--- src/rtl/cart_xfer_pkg.sv ---
package cart_xfer_pkg;
  localparam int BUSY_BIT  = 31;
  localparam int SPEED_BIT = 27;
  localparam int SIZE_LSB  = 24;
  localparam int SIZE_W    = 3;
  localparam int READY_BIT = 23;
  localparam int RSV_BIT   = 15;
  localparam logic [31:0] WR_KEEP_MASK = ~((32'd1 << READY_BIT) | (32'd1 << RSV_BIT));

  typedef enum logic [1:0] {S_IDLE, S_CMD, S_DATA, S_WAIT} xferState_e;

  typedef struct packed {
    logic startXfer;
    logic shiftByte;
    logic setReady;
    logic clrReady;
    logic endXfer;
  } xferStrobe_t;
endpackage

--- src/rtl/cart_xfer_ctrl.sv ---
module cart_xfer_ctrl
  import cart_xfer_pkg::*;
#(
  parameter int CYC_FAST    = 5,
  parameter int CYC_SLOW    = 8,
  parameter int CMD_BYTES   = 8,
  parameter int WORD_BYTES  = 4,
  parameter int BLOCK_WORDS = 64,
  parameter int WORDS_W     = 13,
  parameter int BYTE_W      = $clog2(CMD_BYTES)
) (
  input  logic              clk,
  input  logic              rstN,
  input  logic              ctrlWrEn,
  input  logic              startBit,
  input  logic [SIZE_W-1:0] sizeCode,
  input  logic              portEnable,
  input  logic              dataRdEn,
  input  logic              speedSlow,
  output xferStrobe_t       strb,
  output logic              busStrobe,
  output logic [BYTE_W-1:0] byteIdx
);
  localparam int CYC_W = $clog2(CYC_SLOW);

  xferState_e         state;
  logic [CYC_W-1:0]   cycCnt;
  logic [BYTE_W-1:0]  byteCnt;
  logic [WORDS_W-1:0] wordsLeft;
  logic               byteDone, lastByte, startReq, rdHit, active;
  logic [CYC_W-1:0]   cycLimit;

  function automatic logic [WORDS_W-1:0] wordsFor(logic [SIZE_W-1:0] code);
    if (code == '0) return '0;
    if (code == {SIZE_W{1'b1}}) return WORDS_W'(1);
    return WORDS_W'(BLOCK_WORDS) << code;
  endfunction

  assign cycLimit = speedSlow ? CYC_W'(CYC_SLOW - 1) : CYC_W'(CYC_FAST - 1);
  assign active   = (state == S_CMD) || (state == S_DATA);
  assign byteDone = active && (cycCnt == cycLimit);
  assign lastByte = (state == S_CMD) ? (byteCnt == BYTE_W'(CMD_BYTES - 1))
                                     : (byteCnt == BYTE_W'(WORD_BYTES - 1));
  assign startReq = ctrlWrEn && (state == S_IDLE) && startBit && portEnable;
  assign rdHit    = dataRdEn && (state == S_WAIT);

  always_comb begin
    strb.startXfer = startReq;
    strb.shiftByte = (state == S_DATA) && byteDone;
    strb.setReady  = (state == S_DATA) && byteDone && lastByte;
    strb.clrReady  = rdHit;
    strb.endXfer   = ((state == S_CMD) && byteDone && lastByte && (wordsLeft == '0))
                   || (rdHit && (wordsLeft == '0));
  end

  assign busStrobe = byteDone;
  assign byteIdx   = byteCnt;

  always_ff @(posedge clk or negedge rstN) begin
    if (!rstN) begin
      state     <= S_IDLE;
      cycCnt    <= '0;
      byteCnt   <= '0;
      wordsLeft <= '0;
    end else begin
      case (state)
        S_IDLE: if (startReq) begin
          state     <= S_CMD;
          cycCnt    <= '0;
          byteCnt   <= '0;
          wordsLeft <= wordsFor(sizeCode);
        end
        S_CMD, S_DATA: begin
          if (byteDone) begin
            cycCnt <= '0;
            if (lastByte) begin
              byteCnt <= '0;
              if (state == S_CMD) begin
                state <= (wordsLeft == '0) ? S_IDLE : S_DATA;
              end else begin
                state     <= S_WAIT;
                wordsLeft <= wordsLeft - WORDS_W'(1);
              end
            end else begin
              byteCnt <= byteCnt + BYTE_W'(1);
            end
          end else begin
            cycCnt <= cycCnt + CYC_W'(1);
          end
        end
        S_WAIT: if (dataRdEn) begin
          state  <= (wordsLeft == '0) ? S_IDLE : S_DATA;
          cycCnt <= '0;
        end
        default: state <= S_IDLE;
      endcase
    end
  end
endmodule

--- src/rtl/cart_xfer_dp.sv ---
module cart_xfer_dp
  import cart_xfer_pkg::*;
#(
  parameter int CMD_BYTES  = 8,
  parameter int WORD_BYTES = 4,
  parameter int BYTE_W     = $clog2(CMD_BYTES)
) (
  input  logic                   clk,
  input  logic                   rstN,
  input  logic                   ctrlWrEn,
  input  logic [31:0]            ctrlWrData,
  input  logic                   portIrqEn,
  input  xferStrobe_t            strb,
  input  logic [7:0]             busByteIn,
  input  logic [CMD_BYTES*8-1:0] cmdIn,
  input  logic [BYTE_W-1:0]      byteIdx,
  output logic [31:0]            ctrlReg,
  output logic [WORD_BYTES*8-1:0] dataReg,
  output logic [7:0]             busCmdOut,
  output logic                   irqPulse,
  output logic                   dmaReq
);
  localparam int WORD_W = WORD_BYTES * 8;

  logic [WORD_W-1:0] shiftReg;
  logic [WORD_W-1:0] nextWord;
  logic              acceptWr;

  assign acceptWr  = ctrlWrEn && !ctrlReg[BUSY_BIT];
  assign nextWord  = {busByteIn, shiftReg[WORD_W-1:8]};
  assign busCmdOut = cmdIn[8*(CMD_BYTES-1-int'(byteIdx)) +: 8];

  always_ff @(posedge clk or negedge rstN) begin
    if (!rstN) begin
      ctrlReg <= '0;
    end else if (acceptWr) begin
      ctrlReg <= (ctrlWrData & WR_KEEP_MASK & ~(32'd1 << BUSY_BIT))
               | (32'(strb.startXfer) << BUSY_BIT);
    end else begin
      if (strb.setReady) ctrlReg[READY_BIT] <= 1'b1;
      if (strb.clrReady) ctrlReg[READY_BIT] <= 1'b0;
      if (strb.endXfer)  ctrlReg[BUSY_BIT]  <= 1'b0;
    end
  end

  always_ff @(posedge clk or negedge rstN) begin
    if (!rstN) begin
      shiftReg <= '0;
      dataReg  <= '0;
      irqPulse <= 1'b0;
      dmaReq   <= 1'b0;
    end else begin
      if (strb.shiftByte) shiftReg <= nextWord;
      if (strb.setReady)  dataReg  <= nextWord;
      irqPulse <= strb.endXfer && portIrqEn;
      dmaReq   <= strb.setReady;
    end
  end
endmodule

--- src/rtl/cart_rom_xfer.sv ---
module cart_rom_xfer
  import cart_xfer_pkg::*;
#(
  parameter int CYC_FAST    = 5,
  parameter int CYC_SLOW    = 8,
  parameter int CMD_BYTES   = 8,
  parameter int WORD_BYTES  = 4,
  parameter int BLOCK_WORDS = 64,
  parameter int WORDS_W     = 13
) (
  input  logic                    clk,
  input  logic                    rstN,
  input  logic                    ctrlWrEn,
  input  logic [31:0]             ctrlWrData,
  output logic [31:0]             ctrlRdData,
  input  logic                    dataRdEn,
  output logic [WORD_BYTES*8-1:0] dataRdData,
  input  logic                    portEnable,
  input  logic                    portIrqEn,
  input  logic [CMD_BYTES*8-1:0]  cmdIn,
  output logic [7:0]              busCmdOut,
  input  logic [7:0]              busByteIn,
  output logic                    busStrobe,
  output logic                    dmaReq,
  output logic                    irqPulse
);
  localparam int BYTE_W = $clog2(CMD_BYTES);

  xferStrobe_t       strb;
  logic [BYTE_W-1:0] byteIdx;
  logic [31:0]       ctrlReg;

  cart_xfer_ctrl #(
    .CYC_FAST(CYC_FAST), .CYC_SLOW(CYC_SLOW), .CMD_BYTES(CMD_BYTES),
    .WORD_BYTES(WORD_BYTES), .BLOCK_WORDS(BLOCK_WORDS), .WORDS_W(WORDS_W),
    .BYTE_W(BYTE_W)
  ) u_ctrl (
    .clk(clk), .rstN(rstN), .ctrlWrEn(ctrlWrEn),
    .startBit(ctrlWrData[BUSY_BIT]),
    .sizeCode(ctrlWrData[SIZE_LSB +: SIZE_W]),
    .portEnable(portEnable), .dataRdEn(dataRdEn),
    .speedSlow(ctrlReg[SPEED_BIT]),
    .strb(strb), .busStrobe(busStrobe), .byteIdx(byteIdx)
  );

  cart_xfer_dp #(
    .CMD_BYTES(CMD_BYTES), .WORD_BYTES(WORD_BYTES), .BYTE_W(BYTE_W)
  ) u_dp (
    .clk(clk), .rstN(rstN), .ctrlWrEn(ctrlWrEn), .ctrlWrData(ctrlWrData),
    .portIrqEn(portIrqEn), .strb(strb), .busByteIn(busByteIn), .cmdIn(cmdIn),
    .byteIdx(byteIdx), .ctrlReg(ctrlReg), .dataReg(dataRdData),
    .busCmdOut(busCmdOut), .irqPulse(irqPulse), .dmaReq(dmaReq)
  );

  assign ctrlRdData = ctrlReg;
endmodule

--- config.mk ---
export PLATFORM = sky130hd
export DESIGN_NAME = cart_rom_xfer
export DESIGN_NICKNAME = d
export VERILOG_FILES = /design/src/rtl/cart_xfer_pkg.sv /design/src/rtl/cart_xfer_ctrl.sv /design/src/rtl/cart_xfer_dp.sv /design/src/rtl/cart_rom_xfer.sv
export SDC_FILE = /design/constraint.sdc
export NUM_CORES = 1
export LEC_CHECK = 0
export BUFFER_PORTS_ARGS = -buffer_cell sky130_fd_sc_hd__buf_2
export CAP_MARGIN = 20
export CORE_MARGIN = 4
export CORE_UTILIZATION = 36
export CTS_CLUSTER_DIAMETER = 80
export DETAILED_ROUTE_END_ITERATION = 16
export PLACE_DENSITY = 0.59
export SETUP_SLACK_MARGIN = 0.4
export SLEW_MARGIN = 40
export SYNTH_ARGS = -nofsm -noshare
export SYNTH_HDL_FRONTEND = slang
export SYNTH_SLANG_ARGS = --single-unit
export TNS_END_PERCENT = 50
--- constraint.sdc ---
create_clock -name clk -period 7.6 [get_ports clk]
set_clock_uncertainty 0.2 [all_clocks]
set_input_delay 0.38 -clock clk [delete_from_list [all_inputs] [get_ports clk]]
set_output_delay 0.38 -clock clk [all_outputs]
set_load 0.02 [all_outputs]
==> results.md <==
- Hpwl dp: 9850 um
- RSZ-0062 raised after global routing: no
- Pin count of the biggest net entering global routing: 81
- Status: completed
- Core footprint: 0.0146 sq mm
- Number of global-route vias before repair: approximately 4,000
- Worst r2r src: u_ctrl.state[0]
- Cell Pwr Density: around 340 mW/mm^2
- Number of flops mapped to enable cells by yosys: 0
- Async set-reset flop share out of synthesis: 100%
- Crit path kind: reg2reg
- Syn Area/Cell: 13.2 sq um
- Area grow syn2layout: 25.6%
- CTS tree: done
- Clk buf depth: 2
- Initial core utilization: a little under two fifths
- Worst Hold Class: in2reg
- # DRC: 0
- Syn Std Cell Area: approximately 0.0054 sq mm
- FMAX: about 280 MHz
- Critical Path Fanout Max: 25
- Worst-skew pair later-pin latency: approximately 0.34 ns
- Overall routed net length: 13,100 um
- Tmin final: 3.57 ns
- Nets: between 700 and 800
- I/O pin count: 185
- Worst Tran Pin Value: 0.794 ns
- Root Driver: clkbuf_16
- Die Y: 130 um
- R2r setup slk: 4.03 ns
- Number of synthesized register bits: 110
- Cell taking the most area after synthesis: dfrtp_1
- Syn nets: 529
- H-Tree Level Count: 3
- Post-Synthesis Cells: 407
- N_diodes: 0
- Fillcell total: approximately 1,400
- Critical Path AT: between 3 and 4 ns
- Num rows: between 40 and 50
- Hold EP: u_dp.ctrlReg[23]
- Pwr Total: 2.26 mW
- Number of routed nets with antenna violations: 0
- WHS Path Cells: 2
- Setup TNS: 0 ns
- Die Span X: 130 um
- Total GRT Usage: 15.6%
- Synth top area cells: dfrtp_1, mux2_2, mux4_2
- Synth Flop Type: dfrtp_1
- Vias per cell: 5.19
- CTS sink cnt: 110
- Worst EP required: 7.63 ns
- Yosys warning count: 0
- First-pass GRT wire length: 20,900 um
- Post-synth top area share: 51.3%
- Routability Congestion: between 0.8 and 0.9
- Congestion Overflow GR: 0
- Postcts setup bufs: 0
- Peak supply drop: 0.000170 V
- Final slew viol count: 0
- Initial antenna violation count: 0
- Critical path endpoint category: flop
- Most frequent CP cell: inv_1
- Num CTS Buffers: 9
- Slowest stage delay, CP: 0.82 ns
- Starting DRT DRC Count: 209
- Worst r2r dst: u_ctrl.wordsLeft[0]
- Layout cell share with drive strength beyond 1: between 50% and 60%
- Slew HR: 47.1%
- Final period utilization: 47.0%
- Critical Path Start Type: flop
- Slowest CP cell: ha_1
- Hold Startpoint: dataRdEn
- Register area share after synthesis: slightly above 50%
- Number of port buffers: 181
- Yosys cell types: 57
- WHS: 0.0528 ns
- CTS clk-pin slew, worst paths: roughly 0.07 ns
- Die Area: 0.0169 sq mm
- Routed len/inst: 17.0 um
- Drt pass-1 iters: 4
- # setup viols final: 0
- Maxcap violations: 0
- Final hold vios: 0
- Lkg Pwr: 3.32 nW
- Total vias in the final route: around 4,000
- CP cell instances: inv_1, ha_1, inv_1, o221ai_2, nand2b_1, mux2_2
- R2R depth: 6
## cell type report
| class | count | area [sq um] | area share (%) |
|---|---|---|---|
| well taps | 184 | 230 | 3.41 |
| clock inverters | 4 | 52.6 | 0.779 |
| multi-input cells | 264 | 2450 | 36.4 |
| inverters | 12 | 45.0 | 0.668 |
| repair buffers | 185 | 965 | 14.3 |
| flip-flops and latches | 110 | 2750 | 40.8 |
| clock buffers | 12 | 246 | 3.65 |
## Yosys cell counts, types with 3 or more instances
| cell | number |
|---|---|
| a21oi_1 | 3 |
| a31oi_1 | 5 |
| and3_1 | 3 |
| buf_1 | 4 |
| buf_2 | 3 |
| buf_6 | 5 |
| clkbuf_1 | 7 |
| dfrtp_1 | 110 |
| ha_1 | 12 |
| inv_1 | 11 |
| mux2_2 | 93 |
| mux2i_1 | 3 |
| mux4_2 | 16 |
| nand2_1 | 36 |
| nand2b_1 | 4 |
| nand3_1 | 11 |
| nand4_1 | 4 |
| nor2_1 | 8 |
| nor2b_1 | 4 |
| nor3_1 | 6 |
| nor3b_1 | 3 |
| nor4_1 | 3 |
| o21ai_0 | 7 |
| o31ai_1 | 3 |
| or4_1 | 4 |
## critical path: cells and delay by family (launching register included)
| family | cells | cell delay (ns) |
|---|---|---|
| buffers and inverters | 2 | 0.55 |
| AND/OR/NAND/NOR | 1 | 0.33 |
| adder cells (fa/ha/maj) | 1 | 0.82 |
| flip-flops | 1 | 0.45 |
| AO/OA/AOI/OAI | 1 | 0.74 |
| multiplexers | 1 | 0.36 |
## how the worst max path moves through the flow
stage / startpoint / end / slack [ns] / depth (start not counted)
6_report: u_ctrl.state[0] / u_ctrl.wordsLeft[0] / 4.03 / 6
5_1_grt: u_ctrl.state[0] / u_ctrl.wordsLeft[0] / 3.79 / 6
4_1_cts: u_ctrl.state[0] / u_ctrl.wordsLeft[0] / 4.09 / 6
3_5_place_dp: u_ctrl.state[0] / u_ctrl.wordsLeft[0] / 4.11 / 6
3_3_place_gp: u_ctrl.state[0] / u_ctrl.wordsLeft[0] / 4.14 / 6
2_1_floorplan: u_ctrl.byteIdx[2] / u_ctrl.wordsLeft[0] / 5.03 / 7
## kinds of logic after synthesis
| kind of cell | count (synthesis) | synth area share (%) |
|---|---|---|
| compound gates | 41 | 5.89 |
| fa+ha+maj | 12 | 2.80 |
| buf+inv | 33 | 3.21 |
| flops | 110 | 51.3 |
| mux | 112 | 26.8 |
| other cells | 1 | 0.0698 |
| simple gates | 98 | 10.0 |
## what timing repair did
item,4_1_cts,5_1_grt
hold endpoints to repair,30,0
resized for setup,0,0
hold buffers,1,0
## metrics by stage
step | setup WS [ns] | area, sq um | std cells | utilization (%)
after floorplan | 5.03 | 5370 | 407 | -
after global placement | 4.14 | 6400 | 753 | 43.9
after detailed placement | 4.11 | 6400 | 753 | 43.9
after CTS | 4.09 | 6710 | 770 | 46.0
after global routing | 3.79 | 6750 | 771 | 46.2
final | 4.03 | 6750 | 771 | 46.2
## cell usage in the layout (no fill, tap or decap), types with 3 or more instances in the layout
| cell | Yosys | final |
|---|---|---|
| a21oi_1 | 3 | 3 |
| a31oi_1 | 5 | 5 |
| and3_1 | 3 | 3 |
| buf_2 | 3 | 180 |
| clkbuf_16 | 0 | 9 |
| dfrtp_1 | 110 | 109 |
| ha_1 | 12 | 12 |
| inv_1 | 11 | 11 |
| mux2_2 | 93 | 93 |
| mux2i_1 | 3 | 3 |
| mux4_2 | 16 | 16 |
| nand2_1 | 36 | 36 |
| nand2b_1 | 4 | 4 |
| nand3_1 | 11 | 11 |
| nand4_1 | 4 | 4 |
| nor2_1 | 8 | 8 |
| nor2b_1 | 4 | 3 |
| nor3_1 | 6 | 6 |
| nor3b_1 | 3 | 3 |
| o21ai_0 | 7 | 7 |
| o31ai_1 | 3 | 3 |
| or4_1 | 4 | 4 |
## power breakdown
part           internal (mW)  switching (mW)
Combinational          0.399           0.515
Clock                  0.267           0.208
Sequential             0.721           0.152
Total                   1.39           0.875
## state kept, by name (all words and copies together), names as in the netlist, named ones only
signal	flops
u_dp.ctrlReg	31
u_ctrl.state	1
u_ctrl.cycCnt	3
u_dp.shiftReg	24
u_dp.irqPulse	1
u_dp.dmaReq	1
u_dp.dataReg	32
u_ctrl.byteIdx	3
u_ctrl.wordsLeft	13
## metal layers
layer  up-vias  GRT usage, %  routed length, um
met5         -             0                  0
met4         0          3.67                182
met3        13          4.87                903
met2       126          25.4               6320
met1      1997          20.5               5710
li1       1864             -                  -
Power figures use the tool's default switching activity.
